### src/rtl/col_seq_pkg.sv
// Shared definitions for the burst column sequencer.
// Assumes: length codes 4 to 7 all mean page length.
package col_seq_pkg;
    localparam int BLEN_W = 3;

    typedef enum logic [BLEN_W-1:0] {
        BLEN_ONE   = 3'd0,
        BLEN_TWO   = 3'd1,
        BLEN_FOUR  = 3'd2,
        BLEN_EIGHT = 3'd3,
        BLEN_PAGE  = 3'd7
    } blen_code_e;
endpackage

### src/rtl/col_seq_decode.sv
// Turns the length code and order bit into an offset mask, a page flag,
// an effective order and an error flag.
// Assumes: COL_W >= 4, so an 8-beat mask fits.
module col_seq_decode
    import col_seq_pkg::*;
#(
    parameter int COL_W = 9
) (
    input  logic [BLEN_W-1:0] blen_code,
    input  logic              ileave,
    output logic [COL_W-1:0]  mask,
    output logic              page,
    output logic              ilv_eff,
    output logic              err
);
    localparam logic [COL_W-1:0] ONE = COL_W'(1);

    // Purpose: derive the in-block mask and the mode flags from the code.
    always_comb begin
        page = blen_code[BLEN_W-1];
        if (page) begin
            mask = '1;
        end else begin
            mask = (ONE << blen_code[1:0]) - ONE;
        end
        ilv_eff = ileave && !page;
        err     = ileave && page;
    end
endmodule

### src/rtl/col_seq_ctrl.sv
// Holds the burst state: active flag, beat counter and the captured
// configuration. Start has priority over stop and over the end of a burst.
// Assumes: the decoded configuration is valid in the cycle start is high.
module col_seq_ctrl #(
    parameter int COL_W = 9
) (
    input  logic             clk,
    input  logic             rst_n,
    input  logic             start,
    input  logic             stop,
    input  logic [COL_W-1:0] col_d,
    input  logic [COL_W-1:0] mask_d,
    input  logic             page_d,
    input  logic             ilv_d,
    input  logic             err_d,
    output logic             active,
    output logic [COL_W-1:0] cnt,
    output logic [COL_W-1:0] base_q,
    output logic [COL_W-1:0] mask_q,
    output logic             page_q,
    output logic             ilv_q,
    output logic             err_q,
    output logic             final_beat
);
    logic at_end;

    // Purpose: a fixed burst has reached its final beat.
    always_comb at_end = !page_q && (cnt == mask_q);

    // Purpose: load a burst on start, count beats, end on length or stop.
    always_ff @(posedge clk) begin
        if (!rst_n) begin
            active <= 1'b0;
            cnt    <= '0;
            base_q <= '0;
            mask_q <= '0;
            page_q <= 1'b0;
            ilv_q  <= 1'b0;
            err_q  <= 1'b0;
        end else if (start) begin
            active <= 1'b1;
            cnt    <= '0;
            base_q <= col_d;
            mask_q <= mask_d;
            page_q <= page_d;
            ilv_q  <= ilv_d;
            err_q  <= err_d;
        end else if (active) begin
            if ((page_q && stop) || at_end) begin
                active <= 1'b0;
                err_q  <= 1'b0;
            end else begin
                cnt <= cnt + 1'b1;
            end
        end
    end

    // Purpose: mark the final beat of a fixed burst.
    always_comb final_beat = active && at_end;
endmodule

### src/rtl/col_seq_addr.sv
// Forms the column of the current beat. Bits outside the mask come from
// the start column. Bits inside the mask come from either start + count
// or start XOR count.
// Assumes: cnt never exceeds mask in XOR order.
module col_seq_addr #(
    parameter int COL_W = 9
) (
    input  logic [COL_W-1:0] base,
    input  logic [COL_W-1:0] cnt,
    input  logic [COL_W-1:0] mask,
    input  logic             ilv,
    output logic [COL_W-1:0] col
);
    logic [COL_W-1:0] off;

    // Purpose: pick the in-block offset and merge it with the fixed bits.
    always_comb begin
        off = ilv ? (base ^ cnt) : (base + cnt);
        col = (base & ~mask) | (off & mask);
    end
endmodule

### src/rtl/col_burst_seq.sv
// Top level of the burst column sequencer: decode, state, address forming.
// Assumes: start_i is a one-cycle strobe, and its fields are valid with it.
module col_burst_seq
    import col_seq_pkg::*;
#(
    parameter int COL_W = 9
) (
    input  logic              clk,
    input  logic              rst_n,
    input  logic              start_i,
    input  logic [COL_W-1:0]  start_col_i,
    input  logic [BLEN_W-1:0] blen_i,
    input  logic              ileave_i,
    input  logic              stop_i,
    output logic [COL_W-1:0]  col_o,
    output logic              valid_o,
    output logic              last_o,
    output logic              err_o
);
    logic [COL_W-1:0] mask_d, mask_q, cnt, base_q;
    logic             page_d, ilv_d, err_d;
    logic             page_q, ilv_q, err_q, active, final_beat;

    col_seq_decode #(.COL_W(COL_W)) u_decode (
        .blen_code (blen_i),
        .ileave    (ileave_i),
        .mask      (mask_d),
        .page      (page_d),
        .ilv_eff   (ilv_d),
        .err       (err_d)
    );

    col_seq_ctrl #(.COL_W(COL_W)) u_ctrl (
        .clk        (clk),
        .rst_n      (rst_n),
        .start      (start_i),
        .stop       (stop_i),
        .col_d      (start_col_i),
        .mask_d     (mask_d),
        .page_d     (page_d),
        .ilv_d      (ilv_d),
        .err_d      (err_d),
        .active     (active),
        .cnt        (cnt),
        .base_q     (base_q),
        .mask_q     (mask_q),
        .page_q     (page_q),
        .ilv_q      (ilv_q),
        .err_q      (err_q),
        .final_beat (final_beat)
    );

    col_seq_addr #(.COL_W(COL_W)) u_addr (
        .base (base_q),
        .cnt  (cnt),
        .mask (mask_q),
        .ilv  (ilv_q),
        .col  (col_o)
    );

    // Purpose: drive the status outputs from the burst state.
    always_comb begin
        valid_o = active;
        last_o  = final_beat;
        err_o   = err_q && active;
    end
endmodule

### config.mk
export PLATFORM = sky130hd
export DESIGN_NAME = col_burst_seq
export DESIGN_NICKNAME = d
export VERILOG_FILES = /design/src/rtl/col_seq_pkg.sv /design/src/rtl/col_seq_decode.sv /design/src/rtl/col_seq_ctrl.sv /design/src/rtl/col_seq_addr.sv /design/src/rtl/col_burst_seq.sv
export SDC_FILE = /design/constraint.sdc
export NUM_CORES = 1
export LEC_CHECK = 0
export BUFFER_PORTS_ARGS = -buffer_cell sky130_fd_sc_hd__buf_2
export CORE_MARGIN = 2
export CORE_UTILIZATION = 50
export DETAILED_ROUTE_END_ITERATION = 7
export MAX_ROUTING_LAYER = met4
export PLACE_DENSITY_LB_ADDON = 0.25
export SLEW_MARGIN = 20
export SYNTH_ARGS = -nofsm -noshare
export SYNTH_HDL_FRONTEND = slang
export SYNTH_SLANG_ARGS = --single-unit
### constraint.sdc
create_clock -name clk -period 3.7 [get_ports clk]
set_input_delay 0.555 -clock clk [delete_from_list [all_inputs] [get_ports clk]]
set_output_delay 0.555 -clock clk [all_outputs]
set_load 0.01 [all_outputs]
### Word-level counts from Yosys, hierarchy flattened

Cells that the tools add are included.
Widths: inputs -> output; s select.

| storage, ports and cells | value |
|---|---|
| flip-flop bits (word level) | 31 |
| output and inout bits | 12 |

| cells by class | value |
|---|---|
| $add $sub $neg | 3 |
| equal/unequal tests | 1 |
| shift-type cells | 1 |
| mux-type cells | 8 |
| bitwise logic cells | 7 |
| reductions and logical operators | 14 |

Operators by type and width:

| cell | number |
|---|---|
| $and 9x9->9 | 2 |
| $mux 9 | 2 |
| $add 9x1->9 const B | 1 |
| $add 9x9->9 | 1 |
| $eq 9x9->1 | 1 |
| $not 9->9 | 1 |
| $or 9x9->9 | 1 |
| $shl 1x2->9 const A | 1 |
| $sub 9x1->9 const B | 1 |
| $xor 9x9->9 | 1 |
| $logic_and 1x1->1 | 6 |
| $mux 1 | 6 |
| $reduce_and 2->1 | 2 |
| $reduce_bool 2->1 | 2 |
| $logic_not 1->1 | 2 |
| $not 1->1 | 2 |
| $reduce_or 2->1 | 1 |
| $logic_or 1x1->1 | 1 |

### Logic depth before layout (Yosys ltp)

| logic depth | value |
|---|---|
| depth after elaboration | 6 |
| mapped depth | 8 |
| depth with buffers taken out | 8 |

### By module

Synthesis repeated with hierarchy kept, for this count alone.

| unflattened totals | value |
|---|---|
| cell total of the unflattened synthesis | 234 |
| area total of the unflattened synthesis | 2077.0 µm² |

By module, submodules not included:

| module | times used | cells an instance | area an instance (µm²) | sequential area each (µm²) |
|---|---|---|---|---|
| col_seq_ctrl | 1 | 147 | 1423.9 | 620.6 |
| col_seq_addr | 1 | 67 | 519.2 | 0.0 |
| col_seq_decode | 1 | 19 | 127.6 | 0.0 |
| col_burst_seq | 1 | 1 | 6.3 | 0.0 |

### Worst setup path after synthesis

No wires, ideal clock.

| timing | value |
|---|---|
| kind | register -> output |
| start | register u_ctrl.cnt[0] |
| end | output port col_o[8] |
| arrival time | 2.124 ns |
| required time | 3.145 ns |
| slack | 1.021 ns |
| cell stages (with the launch flop) | 9 |
| cells stage by stage | dfxtp_1 > ha_1 > inv_1 > fa_1 > nand2b_1 > a211oi_1 > a211o_1 > mux2i_1 > xor2_1 |

| between the ends | value |
|---|---|
| cells in the longest elaborated chain, start to end | 4 |

RTL lines:

| what | RTL line | RTL |
|---|---|---|
| from (decl) | col_seq_ctrl.sv:17 | `output logic [COL_W-1:0] cnt,` |
| from (signal assigned) | col_seq_ctrl.sv:53 | `cnt <= cnt + 1'b1;` |
| $add 9x9->9 | col_seq_addr.sv:18 | `off = ilv ? (base ^ cnt) : (base + cnt);` |
| $mux 9 | col_seq_addr.sv:18 |  |
| $and 9x9->9 | col_seq_addr.sv:19 | `col = (base & ~mask) \| (off & mask);` |
| $or 9x9->9 | col_seq_addr.sv:19 |  |
| to (decl) | col_burst_seq.sv:15 | `output logic [COL_W-1:0] col_o,` |

No other way between the ends.

### Worst setup path after layout

Same ends and word-level chain as after synthesis.

==> impl_metrics.tcl <==
set metrics [dict create \
    rsz0062_at_grt "false" \
    netlist_top_cells_area "dfxtp_1 (33%), ha_1 (7.4%), mux2i_1 (6.5%)" \
    finClkSkew_ns 0.00452 \
    coreArea_mm2 0.00328 \
    grt_max_degree 22 \
    gr-usage-all-layers_pct 20.5 \
    yosysUniqueCellTypes 42 \
    start_util_pct 51.4 \
    crit_path_start_kind "flop" \
    clock_path_buffers 2 \
    power_mw 0.585 \
    clock_latency_ns 0.33 \
    drv_cap 0 \
    syn_to_final_growth_pct 12.8 \
    slew_headroom_pct 64.1 \
    ant_nets 0 \
    num_antenna_cells 0 \
    die-area_mm2 0.00386 \
    r2r-start "u_ctrl.mask_q[6]" \
    clockRootBuffer "clkbuf_4" \
    clk_pin_slew_ns 0.15 \
    async_reset_ff_share_pct 0 \
    antenna_found_initial 0 \
    tightest_slew_ns 0.525 \
    leakagePower_nw 0.807 \
    drc 0 \
    synth_top_area_share_pct 33.2 \
    grt_overflow_total 0 \
    status "complete, no violations" \
    num_rows 21 \
    die_w_um 62.1 \
    path_max_fanout 5 \
    placedCellCount 266 \
    grt_first_pass_wirelength_um 6270 \
    routabilityCongestion 0.937 \
    crit_type "reg2out" \
    wl_per_cell_um 13.3 \
    startpoint "u_ctrl.cnt[0]" \
    cp-end-kind "output port" \
    finalCritPeriodShare_pct 89.8 \
    drtIter0Drc 104 \
    syn_inst 197 \
    port_buffers 28 \
    numCtsBuffers 3 \
    grt_pass1_vias 1376 \
    cts_tree "done" \
    dp_hpwl_um 2640 \
    post_cts_buffers 0 \
    period_needed_ns 3.32 \
    first_pass_iters 4 \
    pin_count 29 \
    min-delay-path-class "in2reg" \
    peakVddDrop_v 0.000179 \
    synth_edf_count 0 \
    die_y_um 62.1 \
    max_freq_ghz 0.301 \
    clkSinkCount 28 \
    synth-main-ff-cell "dfxtp_1" \
    fin_cells 270 \
    vias 1437 \
    min-delay-start "blen_i[1]" \
    syn-cell-area_mm2 0.00169 \
    cts.repair.resized 0 \
    worstPathArrival_ns 2.77 \
    tns_ns 0 \
    finalSetupViolations 0 \
    totalWireLength_um 3580 \
    power_density_mw_per_mm2 308 \
    hold_viol 0 \
    slew_viol_final 0 \
    yosysSeqAreaShare_pct 33.2 \
    cts_hold_buf 0 \
    syn_area_per_cell_um2 8.57 \
    layout-drive-gt1-share_pct 17.4 \
    yosysWarnings 0 \
    fin_nets 253 \
    place_ws_ns 0.733 \
    viasPerCell 5.32 \
    yosysTopAreaCell "dfxtp_1" \
    fillers 308 \
    ys_ff_latch 28 \
    syn_nets 225 \
    htreeDepth 1 \
    setup_ws_ns 0.377 \
    worstPathRequired_ns 3.14 \
    final_util_pct 57.9 \
]
power breakdown:
part           switching (mW)  internal [mW]  total (mW)
registers              0.0167          0.315       0.332
logic                  0.0558         0.0476       0.103
clock network          0.0896         0.0602       0.150
sequential cells by signal, summed over array words and instances, names as in the netlist:
| name | flops |
|---|---|
| u_ctrl.base_q | 9 |
| u_ctrl.ilv_q | 1 |
| u_ctrl.cnt | 9 |
| u_ctrl.mask_q | 7 |
| u_ctrl.active | 1 |
| u_ctrl.err_q | 1 |
final timing paths:
check	endpoint	slack (ns)	cells after the start
worst max-delay path	col_o[8]	0.38	9
worst min-delay path	u_ctrl.mask_q[2]	0.47	3
worst max register to register	u_ctrl.cnt[5]	1.90	5
worst min register to register	u_ctrl.err_q	0.53	1
synth_stat cells, drive strengths merged (2+ instances only):
master / instances
and4: 2
a31oi: 4
nand2b: 4
ha: 10
a211oi: 2
inv: 7
nor2: 23
mux2i: 11
a21oi: 12
clkbuf: 5
a21boi: 5
nand3: 4
mux2: 2
nand2: 17
nor3: 2
xor2: 5
nor2b: 11
or4: 4
o31ai: 2
o21ai: 10
dfxtp: 28
xnor2: 10
o211ai: 4
cell families after synthesis:
group	Yosys count	share of synthesized area, %
XOR/XNOR	15	7.78
AND/OR/NAND/NOR	72	21.1
multiplexers	13	7.86
AO/OA/AOI/OAI	46	18.8
adder cells (fa/ha/maj)	11	8.60
buffers and inverters	12	2.67
flip-flops	28	33.2
worst max-delay path: stages, from the launching register on:
cell      delay (ns)
dfxtp_1         0.46
ha_1            0.23
inv_1           0.06
fa_1            0.37
nand2b_1        0.15
a211oi_1        0.45
a211o_1         0.22
mux2i_1         0.21
xor2_1          0.15
buf_2           0.14
cells in the final DEF, fill, tap and decap left out, drive strengths merged, types with 2 or more instances in the layout:
cell type,Yosys,layout
a211oi,2,2
a21boi,5,5
a21oi,12,12
a31oi,4,4
and4,2,2
buf,0,28
clkbuf,5,4
dfxtp,28,28
ha,10,10
inv,7,7
mux2,2,2
mux2i,11,11
nand2,17,17
nand2b,4,4
nand3,4,4
nor2,23,23
nor2b,11,11
nor3,2,2
o211ai,4,4
o21ai,10,10
o31ai,2,2
or4,4,4
xnor2,10,10
xor2,5,5
area by class of cell:
type	count	area [um^2]	area share, %
Tap cell	46	57.6	3.02
Multi-Input combinational cell	157	1080	56.9
Inverter	7	26.3	1.38
Clock buffer	4	36.3	1.91
Timing Repair Buffer	28	140	7.36
Sequential cell	28	561	29.5
metrics by stage:
step	instance area (um^2)	hold slack (ns)
after CTS	1900	0.463
after detailed placement	1870	0.516
after floorplan	1690	0.473
after global routing	1900	0.466
after global placement	1870	0.498
final	1900	0.470
metal layers:
layer	track usage (%)	routed length, um	vias to the layer above
li1	-	-	759
met1	26.8	1790	649
met2	33.3	1650	23
met3	2.90	106	6
met4	6.39	43	0
met5	-	0	-
Power figures use the tool's default switching activity.
